**src/rtl/simd_sat_pkg.sv**
```systemverilog
package simd_sat_pkg;
  localparam int DATA_W = 128;
  localparam int MIN_W  = 8;
  localparam int NUM_B  = DATA_W / MIN_W;
  localparam int NUM_MODES = 3;

  typedef enum logic [1:0] {
    LW8  = 2'd0,
    LW16 = 2'd1,
    LW32 = 2'd2
  } laneMode_e;

  typedef struct packed {
    logic             load;
    logic             sat;
    laneMode_e        mode;
    logic [NUM_B-1:0] laneEn;
    logic [NUM_B-1:0] byteEn;
  } ctrlStrobes_t;
endpackage

```
**src/rtl/simd_sat_ctrl.sv**
```systemverilog
module simd_sat_ctrl
  import simd_sat_pkg::*;
(
  input  logic             inValid,
  input  logic [1:0]       laneWidth,
  input  logic             satEn,
  input  logic [NUM_B-1:0] laneMask,
  output ctrlStrobes_t     strobes
);
  laneMode_e mode;
  logic [NUM_B-1:0] laneLimit;
  logic [NUM_B-1:0] byteEn;

  always_comb begin
    case (laneWidth)
      2'd0:    mode = LW8;
      2'd1:    mode = LW16;
      default: mode = LW32;
    endcase
  end

  always_comb begin
    case (mode)
      LW8:     laneLimit = {NUM_B{1'b1}};
      LW16:    laneLimit = NUM_B'((1 << (NUM_B / 2)) - 1);
      default: laneLimit = NUM_B'((1 << (NUM_B / 4)) - 1);
    endcase
  end

  for (genvar i = 0; i < NUM_B; i++) begin : byteGen
    always_comb begin
      case (mode)
        LW8:     byteEn[i] = laneMask[i];
        LW16:    byteEn[i] = laneMask[i / 2];
        default: byteEn[i] = laneMask[i / 4];
      endcase
    end
  end

  always_comb begin
    strobes.load   = inValid;
    strobes.sat    = satEn;
    strobes.mode   = mode;
    strobes.laneEn = laneMask & laneLimit;
    strobes.byteEn = byteEn;
  end
endmodule

```
**src/rtl/simd_sat_dp.sv**
```systemverilog
module simd_sat_dp
  import simd_sat_pkg::*;
(
  input  logic              clk,
  input  logic              rstN,
  input  ctrlStrobes_t      strobes,
  input  logic [DATA_W-1:0] opA,
  input  logic [DATA_W-1:0] opB,
  input  logic [DATA_W-1:0] priorDst,
  output logic              outValid,
  output logic [DATA_W-1:0] result,
  output logic [NUM_B-1:0]  laneOvf
);
  for (genvar k = 0; k < NUM_MODES; k++) begin : widthGen
    localparam int W = MIN_W << k;
    localparam int N = DATA_W / W;
    logic [DATA_W-1:0] sumV;
    logic [NUM_B-1:0]  carryV;
    for (genvar l = 0; l < N; l++) begin : laneGen
      logic [W:0] wide;
      assign wide = {1'b0, opA[l*W +: W]} + {1'b0, opB[l*W +: W]};
      assign sumV[l*W +: W] = (strobes.sat && wide[W]) ? {W{1'b1}} : wide[W-1:0];
      assign carryV[l] = wide[W];
    end
    if (N < NUM_B) begin : padGen
      assign carryV[NUM_B-1:N] = '0;
    end
  end

  logic [DATA_W-1:0] modeSum;
  logic [NUM_B-1:0]  modeCarry;
  logic [DATA_W-1:0] mergedRes;
  logic [NUM_B-1:0]  ovfNext;

  always_comb begin
    case (strobes.mode)
      LW8: begin
        modeSum   = widthGen[0].sumV;
        modeCarry = widthGen[0].carryV;
      end
      LW16: begin
        modeSum   = widthGen[1].sumV;
        modeCarry = widthGen[1].carryV;
      end
      default: begin
        modeSum   = widthGen[2].sumV;
        modeCarry = widthGen[2].carryV;
      end
    endcase
  end

  for (genvar i = 0; i < NUM_B; i++) begin : mergeGen
    assign mergedRes[i*MIN_W +: MIN_W] = strobes.byteEn[i] ? modeSum[i*MIN_W +: MIN_W]
                                                          : priorDst[i*MIN_W +: MIN_W];
  end

  assign ovfNext = modeCarry & strobes.laneEn & {NUM_B{strobes.sat}};

  always_ff @(posedge clk) begin
    if (!rstN) begin
      outValid <= 1'b0;
      result   <= '0;
      laneOvf  <= '0;
    end else begin
      outValid <= strobes.load;
      if (strobes.load) begin
        result  <= mergedRes;
        laneOvf <= ovfNext;
      end
    end
  end

  // a fully masked operation returns the prior destination untouched
  a_r4_mask_pass: assert property (@(posedge clk) disable iff (!rstN)
    $past(strobes.load && strobes.byteEn == '0) |-> result == $past(priorDst));

  // wrap mode never raises an overflow flag
  a_r2_wrap_no_flag: assert property (@(posedge clk) disable iff (!rstN)
    $past(strobes.load && !strobes.sat) |-> laneOvf == '0);

  // no flag above the 32-bit lane count
  a_r5_ovf_range: assert property (@(posedge clk) disable iff (!rstN)
    $past(strobes.load && strobes.mode == LW32) |-> laneOvf[NUM_B-1:DATA_W/32] == '0);

  for (genvar i = 0; i < NUM_B; i++) begin : satChkGen
    // a saturated 8-bit lane is never below its first operand
    a_r3_no_wrap: assert property (@(posedge clk) disable iff (!rstN)
      $past(strobes.load && strobes.sat && strobes.mode == LW8 && strobes.byteEn[i])
        |-> result[i*MIN_W +: MIN_W] >= $past(opA[i*MIN_W +: MIN_W]));
  end
endmodule

```
**src/rtl/simd_sat_add.sv**
```systemverilog
module simd_sat_add
  import simd_sat_pkg::*;
(
  input  logic              clk,
  input  logic              rstN,
  input  logic              inValid,
  input  logic [DATA_W-1:0] opA,
  input  logic [DATA_W-1:0] opB,
  input  logic [DATA_W-1:0] priorDst,
  input  logic [1:0]        laneWidth,
  input  logic              satEn,
  input  logic [NUM_B-1:0]  laneMask,
  output logic              outValid,
  output logic [DATA_W-1:0] result,
  output logic [NUM_B-1:0]  laneOvf
);
  ctrlStrobes_t strobes;

  simd_sat_ctrl ctrlInst (
    .inValid   (inValid),
    .laneWidth (laneWidth),
    .satEn     (satEn),
    .laneMask  (laneMask),
    .strobes   (strobes)
  );

  simd_sat_dp dpInst (
    .clk      (clk),
    .rstN     (rstN),
    .strobes  (strobes),
    .opA      (opA),
    .opB      (opB),
    .priorDst (priorDst),
    .outValid (outValid),
    .result   (result),
    .laneOvf  (laneOvf)
  );

  // valid follows the strobe by exactly one cycle
  a_r6_valid_latency: assert property (@(posedge clk) disable iff (!rstN)
    outValid == $past(inValid));

  // outputs hold while idle
  a_r7_hold: assert property (@(posedge clk) disable iff (!rstN)
    !inValid |=> $stable(result) && $stable(laneOvf));
endmodule

```
**config.mk**
```make
export PLATFORM = sky130hd
export DESIGN_NAME = simd_sat_add
export DESIGN_NICKNAME = d
export VERILOG_FILES = /design/src/rtl/simd_sat_pkg.sv /design/src/rtl/simd_sat_ctrl.sv /design/src/rtl/simd_sat_dp.sv /design/src/rtl/simd_sat_add.sv
export SDC_FILE = /design/constraint.sdc
export NUM_CORES = 1
export LEC_CHECK = 0
export BUFFER_PORTS_ARGS = -buffer_cell sky130_fd_sc_hd__buf_2
export CORE_ASPECT_RATIO = 0.5
export CORE_MARGIN = 5
export CORE_UTILIZATION = 48
export CTS_CLUSTER_SIZE = 25
export DETAILED_ROUTE_END_ITERATION = 12
export PLACE_DENSITY = 0.79
export SETUP_SLACK_MARGIN = 0.3
export SYNTH_ARGS = -nofsm -noshare
export SYNTH_HDL_FRONTEND = slang
export SYNTH_SLANG_ARGS = --single-unit
```
**constraint.sdc**
```tcl
create_clock -name clk -period 2.8 [get_ports clk]
set_clock_uncertainty 0.05 [all_clocks]
set_input_delay 0.28 -clock clk [delete_from_list [all_inputs] [get_ports clk]]
set_output_delay 0.28 -clock clk [all_outputs]
set_load 0.005 [all_outputs]
```
Word-level counts from Yosys, hierarchy flattened
Index checks and enable logic that the tools add are counted.

storage, ports and cells
  register bits after elaboration = 145
  input bits = 406
  output and inout port bits = 145

operators by class
  add/subtract/negate cells = 28
  eq/ne operators = 2
  multiplexer cells = 63
  bitwise operators = 3
  reductions and logical operators = 30

operators with widths
  cell                number
  $mux 8              32
  $pmux 128 s2        1
  $add 8x8->9         16
  $add 16x16->17      8
  $add 32x32->33      4
  $mux 16             8
  $mux 32             4
  $pmux 16 s2         2
  $and 16x16->16      3
  $logic_and 1x1->1   28
  $pmux 1 s2          14
  $eq 2x1->1 const B  2
  $logic_not 2->1     2
  $pmux 2 s2          1
  $mux 1              1

Longest topological paths before layout
  depth in word-level cells = 7
  depth in mapped cells = 13
  gate-level depth less buffers = 12

Hierarchy
A second synthesis with hierarchy kept.

unflattened totals
  cells, all modules = 2382
  area total of the unflattened synthesis = 16752.3 µm²

by module, submodules not included
  module         times used  cells an instance  area an instance (µm²)  sequential area each (µm²)
  simd_sat_dp    1           2316               16296.9                 2902.8
  simd_sat_ctrl  1           66                 455.4                   0.0

Least setup slack after synthesis
OpenSTA, ideal clock, no wires.

  kind = input to register
  start = input port opA[104]
  end = register dpInst.result[114]
  library setup time = 0.130 ns
  data arrival time = 2.835 ns
  required time = 2.620 ns
  setup slack = -0.215 ns
  stages on the path = 12
  buffers on the path = 1
  cell sequence = ha_1 > fa_1 > a21o_1 > a21oi_1 > o22ai_1 > nor2_1 > buf_2 > nand2_1 > a41oi_2 > nor2_1 > a2111oi_0 > o31ai_1

on the way
  word-level cells in the longest chain between the ends = 5

RTL lines
  what                  line               text
  from (decl)           simd_sat_add.sv:7  input logic [DATA_W-1:0] opA,
  $add 32x32->33 (*)    simd_sat_dp.sv:21  assign wide = {1'b0, opA[l*W +: W]} + {1'b0, opB[l*W +: W]};
  $logic_and 1x1->1     simd_sat_dp.sv:22  assign sumV[l*W +: W] = (strobes.sat && wide[W]) ? {W{1'b1}} : wide[W-1:0];
  $mux 32 (*)           simd_sat_dp.sv:22
  $pmux 128 s2 (*)      simd_sat_dp.sv:36  case (strobes.mode)
  $mux 8 (*)            simd_sat_dp.sv:53  assign mergedRes[i*MIN_W +: MIN_W] = strobes.byteEn[i] ? modeSum[i*MIN_W +: MIN_W]
  to (signal assigned)  simd_sat_dp.sv:67  result <= mergedRes;
  to (decl)             simd_sat_dp.sv:11  output logic [DATA_W-1:0] result,

Every way passes the cells marked *; elsewhere a longest branch is shown, timed or not.
A chain may end at the register's enable or synchronous reset.

Worst setup path in the final report
  start = input port opB[112]
  end = register dpInst.result[114]

on the way
  word-level cells in the longest chain between the ends = 5
  elaborated cells on any way between the ends = 11
  classes of those cells = 3 x add/sub; 5 x mux; 3 x reduce/logical

RTL lines
  what                                          line               text
  from (decl)                                   simd_sat_add.sv:8  input logic [DATA_W-1:0] opB,
  $add 32x32->33, or another cell as far along  simd_sat_dp.sv:21
  $logic_and 1x1->1                             simd_sat_dp.sv:22
  $mux 32, or another cell as far along         simd_sat_dp.sv:22
  $pmux 128 s2 (*)                              simd_sat_dp.sv:36
  $mux 8 (*)                                    simd_sat_dp.sv:53

Marked as above.

==> results.ini <==
[die]
io_pins=551
dieArea_um2=39900
core_um2=35600
rows=49
start_util=0.482
die_w_um=278
die_y_um=144

[finish]
final_cell_area_um2=25700
drive_gt1_frac=0.398
register_area_um2=2900
final_cell_mix=buf_2, buf_4, nand2_1, a21oi_1, nor2_1
fin_nets=3864
multi_input_area_um2=14700
syn2layout_area_growth_pct=49.7
layout_commonest_cell=buf_2
nFillCells=2962
instances_no_fill=3824

[route]
detail-route-antenna-nets=0
post_drt_wl_per_cell_um=22.7
totalWireLength_um=86900
vias_per_cell=6.28
firstDrtPassIters=6
drc=0
vias=24000
drt_iter0_drc=2504

[yosys]
syn_area_per_cell_um2=7.16
yosysWarnings=0
yosysUniqueCellTypes=102
synth_mux_area_frac=0.0105
synth_flop_cell=dfxtp_1
ys_seq_area_frac=0.169
synthesis.nets=2949
synthAdderAreaFrac=0.112
synth_edf_count=0
synth_top_family_by_area=compound AO/OA/AOI/OAI gates
syn_inst=2399
synth-seq-cells=145
synth_xor_area_frac=0.0607
async_flop_share=0
synthSimpleGateAreaFrac=0.202
synth.cell_area_um2=17200
synth_compound_gate_area_share=0.399

[global_route]
grt_pass1_wl_um=128000
grt-ovfl-total=0
antenna_found_initial=14
grt_use_total=0.400
grt_pass1_vias=23000
grt_max_degree=84

[worst_setup_path]
path_max_fanout=4
crit_path_start_kind=primary input
path_delay_family=compound AO/OA/AOI/OAI gates
crit_type=in2reg
crit_chain=buf_6 -> ha_4 -> fa_2 -> a21o_1 -> a21oi_2 -> o221ai_4 -> a211oi_4 -> o21ai_2 -> a41oi_4 -> nor2_4 -> a2111oi_4 -> buf_4 -> o31ai_2
crit_slowest_cell=fa_2
worstPathBufferInverterCount=2
arrival_ns=2.85
cp-end-kind=register
cp.required_ns=3.09
slowest_delay_ns=0.34

[sta]
relSlewSlack=0.218
setup-tns-final_ns=0
timing.final.crit_period_ns=2.56
hold_slack_ns=0.0151
fin_crit_sh=0.913
setup_viol=0
hold_violations=0
rsz0062_at_grt=yes
fmax_ghz=0.391
worst_slew_pin_slew_ns=1.17
slew_violations=0

[run]
maxCapViolations=0

[placed_design]
placedInstanceArea_um2=23900
io_buffer_count=550
numPlacedInstances=3735
hpwl_um=67700
gp_congestion=0.986

[power]
peakVddDrop_v=0.000349
clkPwrFrac=0.234
leakage_nw=11.9
switchingPower_mw=4.40
combPwrFrac=0.535
intPower_mw=5.94
power_frac_seq=0.231
sw_frac_of_total=0.426
power_per_cell_area_nw_per_um2=402

[run_status]
status=finished clean

[clocking]
path_clk_slew_ns=0.08
cts_max_path_buffers=2
tritoncts=built
numCtsBuffers=17
root_buffer=clkbuf_16
htreeDepth=4
cts.sinks=145
clk-insertion-delay-late_ns=0.47

[worst_hold_path]
hp-class=in2reg

worst register-to-register path: cells and delay by family, from the launching register on:
family | cells | cell delay [ns]
flops | 1 | 0.36
compound gates | 3 | 0.74
final cells by class:
type	instances	share of cell area
flip-flops and latches	145	0.113
multi-input cells	2046	0.571
diodes	13	0.00127
repair buffers	1048	0.261
inverters	56	0.00818
well taps	484	0.0236
clock inverters	15	0.00579
clock buffers	17	0.0165
metal layers:
layer  up-vias  GRT usage  wire length, um
met5         -          0                0
met4         0      0.207             4750
li1      10900          -                -
met3       300     0.0828             8410
met1     11400      0.495            33400
met2      1458      0.668            40300
per-stage QoR:
stage / utilization / setup slack, ns / power (mW)
after floorplan: - / 0.115 / 5.21
after global placement: 0.671 / -0.182 / 7.40
after detailed placement: 0.671 / -0.280 / 7.46
after CTS: 0.691 / 0.270 / 9.90
after global routing: 0.722 / 0.151 / 10.8
final: 0.722 / 0.245 / 10.3
final timing paths:
kind                            from                 end  slack (ns)  cells after the start
setup / recovery            opB[112]  dpInst.result[114]        0.24                     13
hold / removal          priorDst[55]   dpInst.result[55]        0.02                      3
setup reg to reg   dpInst.result[92]   dpInst.result[92]        1.53                      3
hold reg to reg   dpInst.result[103]  dpInst.result[103]        0.39                      2
sequential cells by signal (all words and copies together), names as in the netlist:
signal / flops
dpInst.outValid: 1
dpInst.result: 128
dpInst.laneOvf: 16
repair_timing:
action / CTS / global route
gates cloned: 0 / 0
endpoints found under the hold margin: 7 / 0
endpoints found under the setup margin: 11 / 120
gates resized for setup: 8 / 176
pin swaps: 11 / 76
setup buffers: 7 / 30
hold buffers: 7 / 0
synth_stat cells (22+ instances only):
master	n	area share
o31ai_1	23	0.010
xor2_1	35	0.018
o21ai_0	188	0.055
o221ai_1	42	0.021
nor2_1	187	0.041
o21a_1	31	0.014
ha_1	128	0.093
a21o_1	81	0.035
a221oi_1	22	0.011
clkbuf_1	120	0.026
nand4_1	38	0.014
o211ai_1	27	0.012
inv_1	55	0.012
a21oi_1	258	0.075
a31oi_1	58	0.021
a32oi_1	25	0.013
dfxtp_1	145	0.17
buf_2	26	0.0076
nand2_1	305	0.067
nand3_1	52	0.015
nor3_1	35	0.010
o21ai_1	30	0.0087
nor2b_1	29	0.011
a211oi_1	39	0.017
xnor2_1	84	0.043
logic make-up after synthesis:
logic type | count (synthesis)
compound gates | 1009
simple gates | 757
buf+inv | 208
flops | 145
fa+ha+maj | 144
xor+xnor | 119
mux | 17
power by group through the flow:
stage	Sequential, mW	Clock, mW	Combinational, mW
final	2.39	2.42	5.54
after global routing	2.40	2.50	5.92
after CTS	2.38	2.42	5.10
after detailed placement	2.42	0	5.04
after global placement	2.42	0	4.98
after floorplan	2.41	0	2.80
No activity file was read; power rests on OpenSTA's default activity.
